## src/rtl/bscan_pkg.sv

```systemverilog
package bscan_pkg;

  // Per-edge strobes handed from the control decode to the cell datapath.
  typedef struct packed {
    logic capEn;     // load pin snapshot into shift flops
    logic shiftEn;   // move chain one place toward cell 0
    logic updEn;     // copy shift flops into holding latches
    logic presetEn;  // force holding latches to reset pattern
  } bscanStrobe_t;

endpackage

```

## src/rtl/bscan_ctrl.sv

```systemverilog
module bscan_ctrl
  import bscan_pkg::*;
(
  input  logic         sel,
  input  logic         captureDr,
  input  logic         shiftDr,
  input  logic         updateDr,
  input  logic         tlr,
  output bscanStrobe_t strobe
);

  // Test-Logic-Reset overrides every other request; capture outranks shift.
  always_comb begin
    strobe          = '0;
    strobe.presetEn = tlr;
    if (!tlr && sel) begin
      strobe.capEn   = captureDr;
      strobe.shiftEn = shiftDr && !captureDr;
      strobe.updEn   = updateDr;
    end
  end

endmodule

```

## src/rtl/bscan_datapath.sv

```systemverilog
module bscan_datapath
  import bscan_pkg::*;
#(
  parameter int CHAIN_LEN = 48,
  parameter int OE_CELL   = 47
) (
  input  logic                 tck,
  input  logic                 porN,
  input  logic                 tdi,
  input  bscanStrobe_t         strobe,
  input  logic [CHAIN_LEN-1:0] pinIn,
  output logic [CHAIN_LEN-1:0] shiftStage,
  output logic [CHAIN_LEN-1:0] holdLatch
);

  localparam logic [CHAIN_LEN-1:0] RESET_PAT = CHAIN_LEN'(1) << OE_CELL;
  localparam int TOP_CELL = CHAIN_LEN - 1;

  // Serial input to each cell: the neighbour above, or tdi at the top.
  logic [CHAIN_LEN-1:0] serialIn;

  for (genvar i = 0; i < CHAIN_LEN; i++) begin : g_cell
    if (i == TOP_CELL) begin : g_top
      assign serialIn[i] = tdi;
    end else begin : g_mid
      assign serialIn[i] = shiftStage[i+1];
    end

    always_ff @(posedge tck or negedge porN) begin
      if (!porN) begin
        shiftStage[i] <= 1'b0;
      end else if (strobe.capEn) begin
        shiftStage[i] <= pinIn[i];
      end else if (strobe.shiftEn) begin
        shiftStage[i] <= serialIn[i];
      end
    end

    always_ff @(posedge tck or negedge porN) begin
      if (!porN) begin
        holdLatch[i] <= RESET_PAT[i];
      end else if (strobe.presetEn) begin
        holdLatch[i] <= RESET_PAT[i];
      end else if (strobe.updEn) begin
        holdLatch[i] <= shiftStage[i];
      end
    end
  end

endmodule

```

## src/rtl/bscan_chain.sv

```systemverilog
module bscan_chain
  import bscan_pkg::*;
#(
  parameter int CHAIN_LEN = 48,
  parameter int OE_CELL   = 47
) (
  input  logic                 tck,
  input  logic                 porN,
  input  logic                 tdi,
  input  logic                 sel,
  input  logic                 captureDr,
  input  logic                 shiftDr,
  input  logic                 updateDr,
  input  logic                 tlr,
  input  logic [CHAIN_LEN-1:0] pinIn,
  output logic                 tdoOut,
  output logic [CHAIN_LEN-1:0] preloadOut,
  output logic                 outBusEn
);

  bscanStrobe_t         strobe;
  logic [CHAIN_LEN-1:0] shiftStage;

  bscan_ctrl ctrl_i (
    .sel       (sel),
    .captureDr (captureDr),
    .shiftDr   (shiftDr),
    .updateDr  (updateDr),
    .tlr       (tlr),
    .strobe    (strobe)
  );

  bscan_datapath #(
    .CHAIN_LEN (CHAIN_LEN),
    .OE_CELL   (OE_CELL)
  ) dp_i (
    .tck        (tck),
    .porN       (porN),
    .tdi        (tdi),
    .strobe     (strobe),
    .pinIn      (pinIn),
    .shiftStage (shiftStage),
    .holdLatch  (preloadOut)
  );

  assign tdoOut   = shiftStage[0];
  assign outBusEn = preloadOut[OE_CELL];

endmodule

```

## config.mk

```make
export PLATFORM = sky130hd
export DESIGN_NAME = bscan_chain
export DESIGN_NICKNAME = d
export VERILOG_FILES = /design/src/rtl/bscan_pkg.sv /design/src/rtl/bscan_ctrl.sv /design/src/rtl/bscan_datapath.sv /design/src/rtl/bscan_chain.sv
export SDC_FILE = /design/constraint.sdc
export NUM_CORES = 1
export LEC_CHECK = 0
export BUFFER_PORTS_ARGS = -buffer_cell sky130_fd_sc_hd__buf_2
export CAP_MARGIN = 15
export CORE_UTILIZATION = 40
export DETAILED_ROUTE_END_ITERATION = 10
export REMOVE_ABC_BUFFERS = 1
export SYNTH_ARGS = -nofsm -noshare
export SYNTH_HDL_FRONTEND = slang
export SYNTH_HIERARCHICAL = 1
export SYNTH_SLANG_ARGS = --single-unit
```

## constraint.sdc

```tcl
create_clock -name tck -period 1.6 [get_ports tck]
set_input_delay 0.16 -clock tck [delete_from_list [all_inputs] [get_ports tck]]
set_output_delay 0.16 -clock tck [all_outputs]
set_load 0.01 [all_outputs]
```

* Word level (Yosys, flattened, before mapping) *
Cells that the tools add are included.

operators by class
  reduce and logical (&&, ||, !) cells = 6
  muxes and demuxes = 193

operators with widths
  kind                number
  1-bit 2-to-1 mux    192
  2-bit nonzero test  2
  3-bit 2-to-1 mux    1
  1-bit logical AND   2
  1-bit logical NOT   2

word-level totals
  flip-flop bits (word level) = 96
  output and inout port bits = 50
  input bits = 56

* Longest topological paths before layout *
Gate-level depths: netlist (run 1).

  depth in word-level cells = 5
  depth in mapped cells = 6
  gate-level depth less buffers = 3

* Modules after synthesis *
The synthesis (run 1) kept the hierarchy.

modules (own cells, without submodules)
  module          area each (um^2)  instances  cells each
  bscan_datapath  4199.0            1          363
  bscan_ctrl      40.0              1          4
  bscan_chain     7.5               1          1

* Least setup slack after synthesis (run 1) *
Ideal clock, no wire load.

  path kind = input port to flip-flop
  start = input tlr
  end = register dp_i.shiftStage[47]
  slack = 0.422 ns
  arrival = 1.046 ns
  setup time = 0.132 ns
  data required time = 1.468 ns
  stages on the path = 6
  path through = and4bb_2 buf_6 buf_12 buf_12 mux2i_1 o21ai_1

on the way
  word-level cells in the longest chain between the ends = 4
  elaborated cells between the ends (all ways) = 5
  those cells by class = mux: 2; reduce/logical: 3

RTL lines
  what                                                    line                  source
  start, declared                                         bscan_chain.sv:14     input logic tlr,
  1-bit logical NOT (*)                                   bscan_ctrl.sv:16      if (!tlr && sel) begin
  1-bit logical AND (*)                                   bscan_ctrl.sv:16
  3-bit 2-to-1 mux (*)                                    bscan_ctrl.sv:16
  1-bit 2-to-1 mux or 2-bit nonzero test (tied branches)  -
  end signal, assigned by index                           bscan_datapath.sv:33  shiftStage[i] <= pinIn[i];
  end signal, assigned by index                           bscan_datapath.sv:35  shiftStage[i] <= serialIn[i];
  end, declared                                           bscan_datapath.sv:12  output logic [CHAIN_LEN-1:0] shiftStage,

Every way passes the cells marked *; elsewhere a longest branch is shown, timed or not.
A chain may end at the register's enable or synchronous reset.

* Worst setup path after layout (run 1) *
  start = register dp_i.holdLatch[47]
  end = output preloadOut[47]

RTL lines
  what                             line                  source
  start, declared                  bscan_datapath.sv:13  output logic [CHAIN_LEN-1:0] holdLatch
  start signal, assigned by index  bscan_datapath.sv:41  holdLatch[i] <= RESET_PAT[i];
  start signal, assigned by index  bscan_datapath.sv:43  holdLatch[i] <= RESET_PAT[i];
  start signal, assigned by index  bscan_datapath.sv:45  holdLatch[i] <= shiftStage[i];
  end, declared                    bscan_chain.sv:17     output logic [CHAIN_LEN-1:0] preloadOut,

No word-level cell between the ends.

==> out/metrics.cfg, run 1 <==
[outcome]
status = finished, final reports clean

[floorplanning]
die_area_um2 = 11000
pin_count = 106
core_um2 = 10300
die_h_um = 105
die_w_um = 105
row_count = 37
initial_core_util_pct = 41.1

[setup_path]
worst_ep_arrival_time_ns = 1.03
timing.critical_path.buf_inv = 1
critPathKind = flip-flop to primary output
cp_max_fo = 3
cpMaxStageDelayCell = dfstp_2
endpoint = preloadOut[47]
r2r_end = dp_i/holdLatch[47]
r2r_setup_slack_ns = 0.76
reg2reg_depth = 2
crit_cells = 1
startpoint_type = flip-flop
crit_required_ns = 1.44
cpLargestDelayFamily = flip-flops
reg2reg_from = dp_i/holdLatch[47]
cp-startpoint = dp_i/holdLatch[47]
end_kind = primary output
max_stage_delay_ns = 0.55
cp_cell_sequence = buf_2

[clock_tree]
clkTransAtPathRegs_ns = 0.08
root_buffer = clkbuf_8
htreeDepth = 3
numCtsBuffers = 9
insertion_delay_ns = 0.36
postCtsSetupRepairBufs = 0
cts_buffer_depth = 2
cts_tree = done
clock_sinks = 96
cts_resized = 0

[yosys]
post-synth-top-area-fraction_pct = 56.0
synth_area_leaders = dfrtp_1 56%, mux2i_1 22%, nand2_1 4.2%
async_flop_share_pct = 100
yosysWarnings = 6
synthCells = 368
ys_seq_area_share_pct = 56.6
synth_enable_flop_cells = 0
ys_ff_latch = 96
yosysTopAreaCell = dfrtp_1
synth_area_um2 = 4250
ys_types = 16
synthFlopType = dfrtp_1
ys_top_cells_by_count = 95 x dfrtp_1, 95 x mux2i_1, 48 x nand2_1
postSynthAreaPerCell_um2 = 11.5

[routing]
routed_wl_mm = 9.32
m1WireLength_mm = 4.67
antenna_left = 0
drt_iter0_markers = 159
via_per_inst = 4.85
vias = 3031
top_layer_used = met4
route.detailed.drc = 0
routedWlPerCell_um = 14.9
route.met2.wl_mm = 4.13
first_pass_iters = 4
dr_wl_met3_um = 378

[grt]
grtUsageTotal_pct = 17.7
antenna_found_initial = 0
grt_pass1_vias = 3060
grt_pass1_wl_mm = 15.3
overflow = 0
grt_max_degree = 50

[min_path]
hold_path.class = input pin to flip-flop

[run]
maxCapViolCount = 0

[layout]
diodes = 0
final_area_um2 = 5260
fillers = 963
layout-drive-gt1-share_pct = 27.8
area_delta_synth_final_pct = 23.8
final_cells = 625
final_core_util_pct = 50.9
fin_nets = 540

[timing]
slew_violations = 0
period_needed_ns = 1.19
fin_tns_setup_ns = 0
layout_setup_ws_ns = 0.408
worst_pin_slew_ns = 0.513
relSlewSlack_pct = 65.8
finalCritPeriodShare_pct = 74.5
whs_ns = 0.0109
setup_viol = 0
fmax_mhz = 839
rsz0062_at_grt = false
clock_skew_ns = 0.00678
hold_viol = 0

[power]
p_leak_nw = 2.42
powerDensity_nw_per_um2 = 1010
p_sw_share_pct = 26.6
sequentialPowerShare_pct = 55.6
p_sw_mw = 1.42
peakVddDrop_mv = 0.408
finalPower_mw = 5.33
p_clk_share_pct = 30.2
intPower_mw = 3.91
comb_power_share_pct = 14.2

[place]
place_area_um2 = 4900
hpwl_mm = 6.15
portBuffers = 105
gp_congestion = 0.767
placedCellCount = 593
pre_cts_slack_ns = 0.133

[power by group through the flow]
stage	clock (mW)	sequential (mW)	combinational (mW)
floorplan	0	2.97	0.399
global placement	0	3.00	0.721
detailed placement	0	3.01	0.744
CTS	1.67	2.97	0.774
global route	1.75	3.01	0.864
finish	1.61	2.97	0.760
[worst min-delay path, delay by kind of cell]
kind            cells  cell delay [ns]
buf+inv             1             0.08
compound gates      1             0.06
simple gates        1             0.04
[metal layers]
layer | vias to the layer above | track usage [%]
met5 | - | 0
li1 | 1472 | -
met3 | 11 | 3.81
met1 | 1475 | 24.8
met2 | 73 | 27.1
met4 | 0 | 6.34
[area by class of cell]
| type | count | area, um2 | share of cell area, % |
|---|---|---|---|
| Clock buffer | 13 | 159 | 3.02 |
| Clock inverter | 3 | 40.0 | 0.762 |
| Multi-Input combinational cell | 243 | 1600 | 30.4 |
| Sequential cell | 96 | 2400 | 45.7 |
| Tap cell | 136 | 170 | 3.24 |
| Timing Repair Buffer | 134 | 886 | 16.8 |
[cells by family (layout without fill, tap and decap cells)]
logic type | after synthesis | in the layout | synth area share (%)
AOI/OAI and AO/OA | 49 | 49 | 5.86
buffers and inverters | 29 | 150 | 5.83
DFF | 96 | 96 | 56.6
muxes | 95 | 95 | 22.4
and+or+nand+nor | 99 | 99 | 9.31
[what timing repair did]
action	CTS	global route
setup endpoints to repair	0	0
endpoints found under the hold margin	44	0
hold buffers	16	0
[placed cells by master (no fill, tap or decap)]
cell type and instances:
dlygate4sd3_1 16, dfstp_2 1, and3b_2 2, buf_4 6, mux2i_1 95, bufinv_16 1
a211o_1 1, and4bb_4 1, clkbuf_8 11, clkbuf_1 2, nor2b_1 1, nor2_1 47
buf_12 8, nand2_1 48, o21ai_0 28, clkinv_2 2, buf_2 104, dfrtp_1 95
o21ai_1 20
[flip-flops by register name, summed over array words and instances (netlist names)]
signal,count
dp_i/holdLatch,48
dp_i/shiftStage,48
[how the worst min path moves through the flow]
| stage | startpoint | endpoint | depth (start not counted) |
|---|---|---|---|
| final | pinIn[18] | dp_i/shiftStage[18] | 3 |
| after global routing | pinIn[14] | dp_i/shiftStage[14] | 3 |
| after CTS | pinIn[4] | dp_i/shiftStage[4] | 3 |
| after detailed placement | porN | dp_i/shiftStage[11] | 1 |
| after global placement | porN | dp_i/shiftStage[11] | 1 |
| after floorplan | porN | dp_i/holdLatch[0] | 0 |
No activity file was read; power rests on OpenSTA's default activity.
==> inputs of run 2 (changes only) <==
==> constraint.sdc (replaced) <==
create_clock -name tck -period 1.1 [get_ports tck]
set_input_delay 0.11 -clock tck [delete_from_list [all_inputs] [get_ports tck]]
set_output_delay 0.11 -clock tck [all_outputs]
set_load 0.01 [all_outputs]
==> run 2 against run 1 <==
Net effect:
- the run now ends with setup timing left
- setup slack worse by 0.46 ns
- critical path depth unchanged
- register-to-register slack worse by 0.53 ns
- global-route usage up 0.13 points
- routed wire length up 0.19%
- cell count up 5.6%
- critical endpoint unchanged
==> out/metrics.cfg, run 2 (synthesis results as in run 1) <==
[outcome]
status = finished with violations
violations = setup timing

[routing]
drt_iter0_markers = 110
routedWlPerCell_um = 14.1
m1WireLength_mm = 4.71
antenna_left = 0
top_layer_used = met4
dr_wl_met3_um = 342
vias = 3136
routed_wl_mm = 9.34
route.detailed.drc = 0
via_per_inst = 4.75
first_pass_iters = 4
route.met2.wl_mm = 4.22

[setup_path]
timing.critical_path.buf_inv = 1
cp_cell_sequence = buf_6
cpMaxStageDelayCell = dfstp_2
cpLargestDelayFamily = flip-flops
cp_max_fo = 3
r2r_setup_slack_ns = 0.23
crit_cells = 1
worst_ep_arrival_time_ns = 1.04
reg2reg_depth = 2
r2r_end = dp_i/holdLatch[47]
startpoint_type = flip-flop
critPathKind = flip-flop to primary output
end_kind = primary output
reg2reg_from = dp_i/holdLatch[47]
crit_required_ns = 0.99
max_stage_delay_ns = 0.58
cp-startpoint = dp_i/holdLatch[47]
endpoint = preloadOut[47]

[timing]
fin_tns_setup_ns = -0.0939
fmax_mhz = 871
relSlewSlack_pct = 73.5
worst_pin_slew_ns = 0.398
clock_skew_ns = 0.00856
finalCritPeriodShare_pct = 104
period_needed_ns = 1.15
hold_viol = 0
slew_violations = 0
layout_setup_ws_ns = -0.0485
setup_viol = 2
rsz0062_at_grt = true

[floorplanning]
pin_count = 106
die_w_um = 105
row_count = 37
core_um2 = 10300
die_area_um2 = 11000
initial_core_util_pct = 41.1
die_h_um = 105

[layout]
fin_nets = 575
area_delta_synth_final_pct = 31.8
final_cells = 660
layout-drive-gt1-share_pct = 26.1
largestRegisters = dp_i/holdLatch (48), dp_i/shiftStage (48)
final_common_cell = buf_2
mostFrequentLayoutCells = 102 x buf_2, 95 x mux2i_1, 95 x dfrtp_1
diodes = 0

[clock_tree]
clock_sinks = 96
root_buffer = clkbuf_8
insertion_delay_ns = 0.35
cts_buffer_depth = 2
htreeDepth = 3
postCtsSetupRepairBufs = 0
clkTransAtPathRegs_ns = 0.09
cts_tree = done
numCtsBuffers = 9

[grt]
grtUsageTotal_pct = 17.8
overflow = 0
grt_pass1_wl_mm = 15.4
grt_pass1_vias = 3095
grt_max_degree = 55
antenna_found_initial = 0

[power]
powerDensity_nw_per_um2 = 1350
peakVddDrop_mv = 0.533
p_leak_nw = 2.56

[place]
hpwl_mm = 6.19
gp_congestion = 0.754
pre_cts_slack_ns = -0.190
placedCellCount = 595
portBuffers = 105

[run]
maxCapViolCount = 0

[min_path]
hold_path.class = input pin to flip-flop

## run 2: cell count changes in the layout (fill, tap and decap cells not counted)
cell | previous run | this run
buf_4 | 6 | 7
clkbuf_1 | 2 | 3
dlygate4sd3_1 | 16 | 49
bufinv_16 | 1 | 0
clkbuf_8 | 11 | 10
buf_6 | 0 | 2
buf_2 | 104 | 102
buf_12 | 8 | 9
clkinvlp_4 | 0 | 1
## run 2: how the worst min path moves through the flow
stage	from	end	slack, ns	depth (start not counted)
5_1_grt	tdi	dp_i/shiftStage[47]	0.03	3
3_5_place_dp	porN	dp_i/shiftStage[10]	0.03	1
4_1_cts	tdi	dp_i/shiftStage[47]	0.04	3
6_report	tdi	dp_i/shiftStage[47]	0.05	3
3_3_place_gp	porN	dp_i/shiftStage[10]	0.03	1
2_1_floorplan	porN	dp_i/holdLatch[0]	-0.19	0
## run 2: timing repair
action / in CTS / in global routing
pin swaps: 0 / 0
cloned: 0 / 0
endpoints found under the setup margin: 2 / 2
endpoints found under the hold margin: 144 / 0
hold buffers: 49 / 0
resized for setup: 2 / 0
## run 2: layout make-up
| class | instances | area [um2] |
|---|---|---|
| fillers | 948 | 4730 |
| multi-input cells | 243 | 1600 |
| well taps | 136 | 170 |
| clock buffers | 13 | 149 |
| flip-flops and latches | 96 | 2400 |
| repair buffers | 169 | 1260 |
| clock inverters | 3 | 17.5 |
## run 2: tightest hold or removal path, stage by stage
cell and delay, ns:
buf_2 0.08, mux2i_1 0.06, o21ai_1 0.11
## run 2: through the flow
stage / utilization, % / cell area [um2] / hold slack [ns] / total power [mW]
after global routing: 54.2 / 5600 / 0.0293 / 8.01
after detailed placement: 47.7 / 4930 / 0.0311 / 5.47
final: 54.2 / 5600 / 0.0486 / 7.56
after floorplan: - / 4000 / -0.186 / 4.90
after global placement: 47.7 / 4930 / 0.0334 / 5.42
after CTS: 54.2 / 5600 / 0.0357 / 7.67
## run 2: routing by layer
layer	vias to the layer above	global-route usage, %
met2	77	26.7
met3	6	3.68
met5	-	0
met1	1507	25.8
li1	1546	-
met4	0	5.73
## run 2: power by group
group / internal (mW) / switching, mW
Clock: 0.881 / 1.15
Combinational: 0.641 / 0.568
Sequential: 3.97 / 0.345
==> inputs of run 3 (changes only) <==
--- a/config.mk
+++ b/config.mk
@@ -7,8 +7,11 @@
 export LEC_CHECK = 0
 export BUFFER_PORTS_ARGS = -buffer_cell sky130_fd_sc_hd__buf_2
 export CAP_MARGIN = 15
+export CELL_PAD_IN_SITES_DETAIL_PLACEMENT = 1
+export CELL_PAD_IN_SITES_GLOBAL_PLACEMENT = 1
 export CORE_UTILIZATION = 40
 export DETAILED_ROUTE_END_ITERATION = 10
+export PLACE_DENSITY_LB_ADDON = 0.1
 export REMOVE_ABC_BUFFERS = 1
 export SYNTH_ARGS = -nofsm -noshare
 export SYNTH_HDL_FRONTEND = slang
==> run 3 against run 2 <==
Net effect:
- the flow still finishes with violations (setup timing)
- count of clock-buffer cells in the layout decreased by 1
- routed wire length increased by 11%
- first-iteration DRC count decreased by 29%
- critical path depth unchanged
- die area unchanged
- global-route usage increased by 2.1 points
- critical path type unchanged
- critical endpoint unchanged
==> out/metrics.cfg, run 3 (synthesis results as in run 1) <==
[outcome]
status = finished with violations
violations = setup timing

[timing]
period_needed_ns = 1.15
clock_skew_ns = 0.00795
fin_tns_setup_ns = -0.0925
fmax_mhz = 872
finalCritPeriodShare_pct = 104
setup_viol = 2
relSlewSlack_pct = 73.7
worst_pin_slew_ns = 0.395
slew_violations = 0
rsz0062_at_grt = true
layout_setup_ws_ns = -0.0467
hold_viol = 0

[setup_path]
critPathKind = flip-flop to primary output
end_kind = primary output
cpMaxStageDelayCell = dfstp_2
cp_cell_sequence = buf_2
max_stage_delay_ns = 0.55
cpLargestDelayFamily = flip-flops
timing.critical_path.buf_inv = 1
crit_required_ns = 0.99
startpoint_type = flip-flop
cp_max_fo = 3
worst_ep_arrival_time_ns = 1.04

[run]
maxCapViolCount = 0

[power]
peakVddDrop_mv = 0.677
p_clk_share_pct = 30.7
p_leak_nw = 2.60
p_sw_share_pct = 27.1
powerDensity_nw_per_um2 = 1410
comb_power_share_pct = 15.4
intPower_mw = 5.86
sequentialPowerShare_pct = 53.8
p_sw_mw = 2.18

[grt]
antenna_found_initial = 0
grt_pass1_vias = 3319
grt_pass1_wl_mm = 17.1
overflow = 0
grt_max_degree = 38
grtUsageTotal_pct = 19.9

[layout]
fin_nets = 576
final_common_cell = buf_2
largestRegisters = dp_i/holdLatch (48), dp_i/shiftStage (48)
mostFrequentLayoutCells = 104 x buf_2, 95 x mux2i_1, 95 x dfrtp_1
final_core_util_pct = 55.2
area_delta_synth_final_pct = 34.3
final_area_um2 = 5700
layout-drive-gt1-share_pct = 27.0
diodes = 0
final_cells = 661

[clock_tree]
clkTransAtPathRegs_ns = 0.09
cts_tree = done
root_buffer = clkbuf_8
numCtsBuffers = 9
cts_resized = 0
htreeDepth = 3
cts_buffer_depth = 2
insertion_delay_ns = 0.37
clock_sinks = 96

[floorplanning]
pin_count = 106
die_h_um = 105
row_count = 37
die_area_um2 = 11000
core_um2 = 10300
initial_core_util_pct = 41.1
die_w_um = 105

[place]
place_area_um2 = 5010
portBuffers = 105
placedCellCount = 597
gp_congestion = 0.734
hpwl_mm = 6.82

[routing]
routedWlPerCell_um = 15.7
antenna_left = 0
via_per_inst = 4.85
vias = 3209
first_pass_iters = 4
drt_iter0_markers = 78
route.detailed.drc = 0
routed_wl_mm = 10.4

[min_path]
hold_path.class = input pin to flip-flop

==> run 3: power groups by stage <==
stage / Sequential [mW] / Combinational (mW) / Clock (mW)
6_report: 4.33 / 1.24 / 2.47
5_1_grt: 4.39 / 1.39 / 2.70
4_1_cts: 4.33 / 1.26 / 2.56
2_1_floorplan: 4.32 / 0.580 / 0
3_3_place_gp: 4.39 / 1.08 / 0
3_5_place_dp: 4.40 / 1.12 / 0
==> run 3: path summary, 6_finish.rpt <==
check | endpoint | depth (start not counted) | from | slack (ns)
max | preloadOut[47] | 1 | dp_i/holdLatch[47] | -0.05
min | dp_i/shiftStage[47] | 3 | tdi | 0.03
min in group asynchronous | dp_i/shiftStage[29] | 2 | porN | 0.17
max reg2reg | dp_i/shiftStage[15] | 2 | dp_i/shiftStage[15] | 0.26
max in group asynchronous | dp_i/holdLatch[47] | 3 | porN | 0.44
min reg2reg | dp_i/holdLatch[21] | 2 | dp_i/holdLatch[21] | 0.52
==> run 3: cell type report <==
class                      count  area (um2)
clock buffer                  12         165
clock inverter                 4        51.3
fill                        1142        4620
multi-input combinational    243        1600
sequential                    96        2400
tap                          136         170
timing repair buffer         170        1310
==> run 3: metal layers <==
layer / vias up / share of wire, % / global-route usage, %
li1: 1547 / - / -
met1: 1575 / 49 / 27.7
met2: 72 / 46 / 30.8
met3: 15 / 3.8 / 3.74
met4: 0 / 1.8 / 7.34
met5: - / 0 / 0
==> run 3: per-stage QoR <==
step	hold WS [ns]	worst slack, ns	power (mW)
after floorplan	-0.186	-0.670	4.90
after global placement	0.0176	-0.148	5.47
after detailed placement	0.0141	-0.164	5.52
after CTS	0.0161	-0.0653	8.15
after global routing	0.0247	-0.0956	8.48
final	0.0271	-0.0467	8.04
==> run 3: worst register-to-register path: stages (launching register included) <==
cell     delay (ns)
dfrtp_1        0.41
mux2i_1        0.09
o21ai_0        0.24
==> run 3: what timing repair did <==
item / in CTS / in global routing
hold endpoints to repair: 142 / 0
setup buffers: 0 / 0
hold buffers: 48 / 0
setup endpoints to repair: 2 / 2
